### src/rtl/dr_pkg.sv
package dr_pkg;
  localparam int JOIN_HOLD = 0;
  localparam int JOIN_AND  = 1;

  localparam int SPACER_ZERO = 0;
  localparam int SPACER_ONE  = 1;

  localparam int OP_AND = 0;
  localparam int OP_OR  = 1;

  function automatic int tree_levels(input int width);
    return (width <= 1) ? 0 : $clog2(width);
  endfunction
endpackage

### src/rtl/dr_pair_detect.sv
module dr_pair_detect #(
  parameter int SPACER_ONES = 0
) (
  input  logic hi,
  input  logic lo,
  output logic complete,
  output logic forbidden
);
  generate
    if (SPACER_ONES != 0) begin : g_ones
      assign complete  = ~(hi & lo);
      assign forbidden = ~(hi | lo);
    end else begin : g_zero
      assign complete  = hi | lo;
      assign forbidden = hi & lo;
    end
  endgenerate
endmodule

### src/rtl/dr_reduce_tree.sv
module dr_reduce_tree #(
  parameter int WIDTH = 8,
  parameter int OP    = 0
) (
  input  logic [WIDTH-1:0] leaves,
  output logic             root
);
  import dr_pkg::*;

  localparam int LEVELS = tree_levels(WIDTH);
  localparam int SLOTS  = 1 << LEVELS;
  localparam int NODES  = 2 * SLOTS - 1;
  localparam logic PAD  = (OP == OP_OR) ? 1'b0 : 1'b1;

  logic [NODES-1:0] node;

  genvar i;
  generate
    for (i = 0; i < SLOTS; i++) begin : g_leaf
      if (i < WIDTH) begin : g_real
        assign node[SLOTS-1+i] = leaves[i];
      end else begin : g_pad
        assign node[SLOTS-1+i] = PAD;
      end
    end
    for (i = 0; i < SLOTS - 1; i++) begin : g_inner
      if (OP == OP_OR) begin : g_or
        assign node[i] = node[2*i+1] | node[2*i+2];
      end else begin : g_and
        assign node[i] = node[2*i+1] & node[2*i+2];
      end
    end
  endgenerate

  assign root = node[0];
endmodule

### src/rtl/dr_join.sv
module dr_join #(
  parameter int JOIN_MODE = 0
) (
  input  logic clk,
  input  logic rst,
  input  logic all_valid,
  input  logic all_empty,
  output logic done
);
  import dr_pkg::*;

  logic done_q;
  logic done_d;

  generate
    if (JOIN_MODE == JOIN_AND) begin : g_and
      assign done_d = all_valid;
      logic unused_empty;
      assign unused_empty = all_empty;
    end else begin : g_hold
      always_comb begin
        if (all_valid)      done_d = 1'b1;
        else if (all_empty) done_d = 1'b0;
        else                done_d = done_q;
      end
    end
  endgenerate

  always_ff @(posedge clk) begin
    if (rst) done_q <= 1'b0;
    else     done_q <= done_d;
  end

  assign done = done_q;
endmodule

### src/rtl/dr_completion_tree.sv
module dr_completion_tree #(
  parameter int WIDTH       = 8,
  parameter int JOIN_MODE   = 0,
  parameter int SPACER_ONES = 0
) (
  input  logic             clk,
  input  logic             rst,
  input  logic [WIDTH-1:0] rail_hi,
  input  logic [WIDTH-1:0] rail_lo,
  output logic             done,
  output logic             fault
);
  import dr_pkg::*;

  logic [WIDTH-1:0] bit_ok;
  logic [WIDTH-1:0] bit_bad;
  logic             all_valid;
  logic             any_valid;
  logic             any_bad;
  logic             fault_q;

  genvar b;
  generate
    for (b = 0; b < WIDTH; b++) begin : g_bit
      dr_pair_detect #(.SPACER_ONES(SPACER_ONES)) det_i (
        .hi        (rail_hi[b]),
        .lo        (rail_lo[b]),
        .complete  (bit_ok[b]),
        .forbidden (bit_bad[b])
      );
    end
  endgenerate

  dr_reduce_tree #(.WIDTH(WIDTH), .OP(OP_AND)) valid_tree_i (
    .leaves (bit_ok),
    .root   (all_valid)
  );

  dr_reduce_tree #(.WIDTH(WIDTH), .OP(OP_OR)) empty_tree_i (
    .leaves (bit_ok),
    .root   (any_valid)
  );

  dr_reduce_tree #(.WIDTH(WIDTH), .OP(OP_OR)) bad_tree_i (
    .leaves (bit_bad),
    .root   (any_bad)
  );

  dr_join #(.JOIN_MODE(JOIN_MODE)) join_i (
    .clk       (clk),
    .rst       (rst),
    .all_valid (all_valid),
    .all_empty (~any_valid),
    .done      (done)
  );

  always_ff @(posedge clk) begin
    if (rst) fault_q <= 1'b0;
    else     fault_q <= any_bad;
  end

  assign fault = fault_q;
endmodule

### config.mk
export PLATFORM = sky130hd
export DESIGN_NAME = dr_completion_tree
export DESIGN_NICKNAME = d
export VERILOG_FILES = /design/src/rtl/dr_pkg.sv /design/src/rtl/dr_pair_detect.sv /design/src/rtl/dr_reduce_tree.sv /design/src/rtl/dr_join.sv /design/src/rtl/dr_completion_tree.sv
export SDC_FILE = /design/constraint.sdc
export NUM_CORES = 1
export LEC_CHECK = 0
export BUFFER_PORTS_ARGS = -buffer_cell sky130_fd_sc_hd__buf_2
export CELL_PAD_IN_SITES_DETAIL_PLACEMENT = 1
export CELL_PAD_IN_SITES_GLOBAL_PLACEMENT = 1
export CORE_AREA = 2 2 39 41
export CTS_CLUSTER_DIAMETER = 80
export CTS_CLUSTER_SIZE = 25
export DETAILED_ROUTE_END_ITERATION = 10
export DIE_AREA = 0 0 41 43
export GPL_ROUTABILITY_DRIVEN = 0
export GPL_TIMING_DRIVEN = 0
export HOLD_SLACK_MARGIN = 0.06
export PLACE_DENSITY = 0.61
export SETUP_SLACK_MARGIN = 0.05
export SLEW_MARGIN = 20
export SYNTH_ARGS = -nofsm -noshare
export SYNTH_HDL_FRONTEND = slang
export SYNTH_SLANG_ARGS = --single-unit
### constraint.sdc
create_clock -name clk -period 1.9 [get_ports clk]
set_clock_uncertainty 0.1 [all_clocks]
set_input_delay 0.19 -clock clk [delete_from_list [all_inputs] [get_ports clk]]
set_output_delay 0.19 -clock clk [all_outputs]
set_load 0.01 [all_outputs]
==> results of run 1 <==
==> power by group <==
part / internal, mW / switching (mW) / total [mW]
Combinational: 0.0254 / 0.0267 / 0.0521
Sequential: 0.0455 / 0.00108 / 0.0465
Clock: 0.0695 / 0.0224 / 0.0920
==> worst max-delay path by stage <==
stage                  end  depth (start not counted)
2_1_floorplan  join_i.done                          3
3_3_place_gp   join_i.done                          4
3_5_place_dp   join_i.done                          4
4_1_cts        join_i.done                          4
5_1_grt        join_i.done                          4
6_report       join_i.done                          4
==> synthesized netlist by cell type <==
master	count	area [um2]
a22oi_1	4	30.0
nor4_2	4	50.1
nor2_1	3	11.3
o22ai_1	3	18.8
dfxtp_1	2	40.0
a32o_1	1	10.0
a41oi_1	1	8.76
inv_1	1	3.75
nand4_1	1	6.26
nor4_1	1	6.26
==> layout make-up <==
cell class / instances / area, um2
multi-input combinational: 18 / 141
sequential: 2 / 40.0
inverter: 1 / 3.75
fill: 179 / 1060
tap: 16 / 20.0
clock buffer: 3 / 22.5
timing repair buffer: 19 / 95.1
==> flip-flops by register name, summed over array words and instances, names as in the netlist <==
name	flops
fault	1
join_i.done	1
==> per-layer routing <==
layer | part of all wire, % | vias up | track usage [%]
met2 | 55 | 11 | 15.0
met1 | 36 | 129 | 8.92
met3 | 9.1 | 0 | 6.28
li1 | - | 139 | -
met5 | 0 | - | 0
met4 | 0 | 0 | 4.00
==> cells by family (layout without fill, tap and decap cells) <==
kind of cell / Yosys count / after routing / synth area share (%)
flip-flops: 2 / 2 / 21.6
AND/OR/NAND/NOR: 9 / 9 / 39.9
AO/OA/AOI/OAI: 9 / 9 / 36.5
buffers and inverters: 1 / 23 / 2.03
==> stage by stage <==
stage / hold WS [ns] / power (mW) / util (%) / setup slack [ns] / std cells
finish: 0.0785 / 0.191 / 23.3 / 0.918 / 59
global route: 0.0858 / 0.205 / 23.3 / 0.879 / 59
CTS: 0.0771 / 0.196 / 23.3 / 0.914 / 59
detailed placement: 0.308 / 0.0997 / 21.7 / 0.676 / 56
global placement: 0.295 / 0.0993 / 21.7 / 0.686 / 56
floorplan: 0.162 / 0.0640 / - / 0.898 / 21
==> impl_metrics.csv, run 1 <==
group,metric,value,unit
logic_synthesis,yosys_warnings,0,
logic_synthesis,synth_nets,39,
global_routing,grt_overflow,0,
min_path,whs_endpoint,"fault",
clock_network,clk_latency,0.22,ns
clock_network,cts_tree,"built",
route,viasPerCell,4.73,
finish,drive_gt1_share,60.5,%
clock_network,cts_root_buf,"clkbuf_4",
timing,slew_viol_final,0,
global_routing,grt_pass1_vias,285,
clock_network,hold_buffers,0,
floorplanning,core,1380,um2
timing,relSlewSlack,76.6,%
global_routing,grt_usage,9.41,%
clock_network,clk_pin_slew,0.03,ns
critical_path,criticalPathCategory,"input pin to flip-flop",
min_path,hold_depth,2,
clock_network,ctsHtreeMaxLevel,1,
critical_path,crit_path_cell_trace,"buf_2, nor4_2, nand4_1, a32o_1",
clock_network,cts-buffers-inserted,3,
min_path,min_from,"rst",
power_and_ir_drop,powerDensity,590,nW/um2
finish,design_area,323,um2
timing,fin_crit_sh,51.7,%
timing,setup_violations,0,
global_routing,antenna_found_initial,0,
critical_path,r2r-end,"join_i.done",
timing,max_freq,1020,MHz
power_and_ir_drop,ir_drop,0.269,mV
route,num_vias,279,
critical_path,path_buf_inv,1,
route,antenna_left,0,
logic_synthesis,synth.distinct_cells,10,
logic_synthesis,ys_seq_elements,2,
run_status,status,"finished clean",
logic_synthesis,syn_area,185,um2
clock_network,cts_setup_buffers,0,
critical_path,cp-end-kind,"flip-flop",
min_path,hold_class,"input pin to flip-flop",
clock_network,clockBufferDepth,2,
route,first_pass_iters,2,
floorplanning,fp-row-count,14,
place,dpl_cell_area,300,um2
finish,insertedDiodeCount,0,
floorplanning,die_area,1760,um2
route,drcViolationCount,0,
floorplanning,die_x,41,um
critical_path,cp_top_family,"simple AND/OR/NAND/NOR gates",
logic_synthesis,syn_area_per_cell,8.82,um2
global_routing,grt_pass1_wl,1.07,mm
place,io_buffers,19,
floorplanning,initial_core_util,13.4,%
critical_path,cp.required,1.91,ns
timing,tightest_slew,0.348,ns
finish,syn2layout_area_growth,74.3,%
floorplanning,die_y,43,um
critical_path,timing.rr.start,"join_i.done",
critical_path,cpPeakStageDelay,0.28,ns
logic_synthesis,synth_seq_area_share,21.6,%
finish,layout_commonest_cell,"buf_2",
power_and_ir_drop,power.leakage,0.140,nW
route,wl_per_cell,11.2,um
clock_network,cts.sinks,2,
clock_network,cts_resized,0,
timing,hold_viol_final,0,
critical_path,start_kind,"input pin",
critical_path,ff2ff_path_depth,1,
route,drt-total-wl,662,um
timing,rsz0062_at_grt,"false",
critical_path,regToRegSetupSlack,1.18,ns
job,drv_cap,0,
finish,final_cell_mix,"buf_2 (19), a22oi_1 (4), nor4_2 (4)",
critical_path,cp_slowest_cell,"nor4_2",
critical_path,path_max_fanout,3,
critical_path,cp.arrival,0.99,ns
global_routing,grt_max_degree,4,
route,dr.first_iter.drc_count,1,
timing,fin_tns_setup,0,ns
critical_path,crit_start,"rail_lo[4]",
timing,fin_crit,0.982,ns
floorplanning,io_pins,20,
logic_synthesis,synthCells,21,
finish,fin_nets,63,
(Power assumes the default switching activity.)
==> run 2: changes to the inputs <==
--- a/config.mk
+++ b/config.mk
@@ -16,7 +16,7 @@
 export GPL_ROUTABILITY_DRIVEN = 0
 export GPL_TIMING_DRIVEN = 0
 export HOLD_SLACK_MARGIN = 0.06
-export PLACE_DENSITY = 0.61
+export PLACE_DENSITY = 0.63
 export SETUP_SLACK_MARGIN = 0.05
 export SLEW_MARGIN = 20
 export SYNTH_ARGS = -nofsm -noshare
==> constraint.sdc (replaced) <==
create_clock -name clk -period 0.8 [get_ports clk]
set_clock_uncertainty 0.1 [all_clocks]
set_input_delay 0.08 -clock clk [delete_from_list [all_inputs] [get_ports clk]]
set_output_delay 0.08 -clock clk [all_outputs]
set_load 0.01 [all_outputs]
==> run 2 against run 1 <==
Against the previous run:
- the run now ends with hold timing, setup timing left
- count of clock-buffer cells in the layout unchanged
- wire length grew 5.4%
- non-clock buffer count is the same
- design area grew 23%
- via count grew 3.6%
- global-route usage shrank 1.2 points
- clock power rose by 130%
- die area is the same
- power increased to 2.6 times the previous value
- largest cell class unchanged
- largest power group unchanged
==> impl_metrics.csv, run 2 (synthesized netlist as in run 1, its figures left out) <==
group,metric,value,unit
clock_network,cts-buffers-inserted,3,
place,placed_cells,56,
finish,fin_nets,63,
critical_path,regToRegSetupSlack,0.06,ns
critical_path,cp_slowest_cell,"nor4_2",
floorplanning,core,1380,um2
run_status,status,"finished with violations",
floorplanning,die_area,1760,um2
clock_network,clk_latency,0.22,ns
floorplanning,fp-row-count,14,
clock_network,clockBufferDepth,2,
power_and_ir_drop,powerDensity,1230,nW/um2
power_and_ir_drop,ir_drop,0.393,mV
global_routing,antenna_found_initial,0,
route,drt-total-wl,698,um
power_and_ir_drop,power.leakage,0.160,nW
floorplanning,io_pins,20,
timing,rsz0062_at_grt,"true",
run_status,violations,"hold timing, setup timing",
clock_network,cts_root_buf,"clkbuf_4",
floorplanning,initial_core_util,13.4,%
timing,hold_viol_final,1,
finish,final_core_util,28.8,%
critical_path,criticalPathCategory,"input pin to flip-flop",
timing,holdWs,-0.0495,ns
floorplanning,die_y,43,um
finish,insertedDiodeCount,0,
global_routing,grt_pass1_vias,298,
timing,fin_crit,0.844,ns
route,wl_per_cell,11.8,um
clock_network,cts_setup_buffers,0,
route,dr.first_iter.drc_count,3,
global_routing,grt_pass1_wl,1.04,mm
critical_path,path_max_fanout,3,
place,io_buffers,19,
job,drv_cap,0,
critical_path,cp-end-kind,"flip-flop",
global_routing,grt_overflow,0,
critical_path,start_kind,"input pin",
finish,final_cell_mix,"buf_2 (12), buf_6 (6), a22oi_1 (4)",
timing,slew_viol_final,0,
finish,final_cell_count_no_fill,59,
finish,layout_commonest_cell,"buf_2",
critical_path,cp.required,0.80,ns
global_routing,grt_max_degree,4,
clock_network,clk_pin_slew,0.03,ns
timing,tightest_slew,0.282,ns
timing,max_freq,1180,MHz
finish,syn2layout_area_growth,115,%
route,drcViolationCount,0,
timing,setup_slack,-0.0441,ns
critical_path,cp.arrival,0.84,ns
clock_network,cts.sinks,2,
global_routing,grt_usage,8.22,%
timing,setup_violations,3,
floorplanning,die_x,41,um
clock_network,ctsHtreeMaxLevel,1,
critical_path,path_buf_inv,1,
route,first_pass_iters,4,
finish,drive_gt1_share,62.8,%
timing,fin_crit_sh,106,%
clock_network,cts_tree,"built",
critical_path,cpPeakStageDelay,0.26,ns
min_path,hold_class,"input pin to flip-flop",
route,antenna_left,0,
critical_path,crit_path_cell_trace,"buf_2, nor4_2, nand4_1, a32o_1",
timing,relSlewSlack,81.0,%
route,num_vias,289,
critical_path,cp_top_family,"simple AND/OR/NAND/NOR gates",
route,viasPerCell,4.90,
-- run 2: power by group --
part / internal, mW / switching, mW / total (mW) / leakage [nW]
Combinational: 0.0881 / 0.0749 / 0.163 / 0.129
Clock: 0.165 / 0.0493 / 0.214 / 0.0138
Sequential: 0.109 / 0.00324 / 0.112 / 0.0170
Total: 0.362 / 0.128 / 0.489 / 0.160
-- run 2: per-stage QoR --
step / TNS [ns] / total power, mW / hold WS [ns] / setup slack, ns / instance area, um2
final: -0.0722 / 0.489 / -0.0495 / -0.0441 / 398
after global routing: -0.143 / 0.525 / -0.0400 / -0.0612 / 398
after CTS: -0.0647 / 0.480 / -0.0574 / -0.0314 / 352
after detailed placement: -0.292 / 0.241 / 0.185 / -0.290 / 309
after global placement: -0.297 / 0.240 / 0.189 / -0.297 / 309
after floorplan: -0.0791 / 0.153 / 0.0524 / -0.0791 / 194
-- run 2: routing by layer --
| layer | share of wire [%] | global-route usage, % | up-vias | wire length, um |
|---|---|---|---|---|
| met5 | 0 | 0 | - | 0 |
| met4 | 0 | 2.00 | 0 | 0 |
| met3 | 8.0 | 1.57 | 0 | 56 |
| met2 | 53 | 15.3 | 12 | 369 |
| met1 | 39 | 8.63 | 138 | 272 |
| li1 | - | - | 139 | - |
-- run 2: worst paths after layout --
kind	start	depth (start not counted)	to
max	rail_hi[4]	4	join_i.done
min	rst	2	fault
max reg2reg	join_i.done	1	join_i.done
min reg2reg	join_i.done	1	join_i.done
-- run 2: area by class of cell --
cell class / instances / area [um2]
fillers: 168 / 986
multi-input cells: 18 / 168
repair buffers: 19 / 143
flip-flops and latches: 2 / 41.3
clock buffers: 3 / 22.5
well taps: 16 / 20.0
inverters: 1 / 3.75
-- run 2: timing repair --
action / in CTS / in global routing
hold endpoints to repair: 1 / 1
pin swaps: 4 / 5
gates resized for setup: 4 / 11
endpoints found under the setup margin: 3 / 3
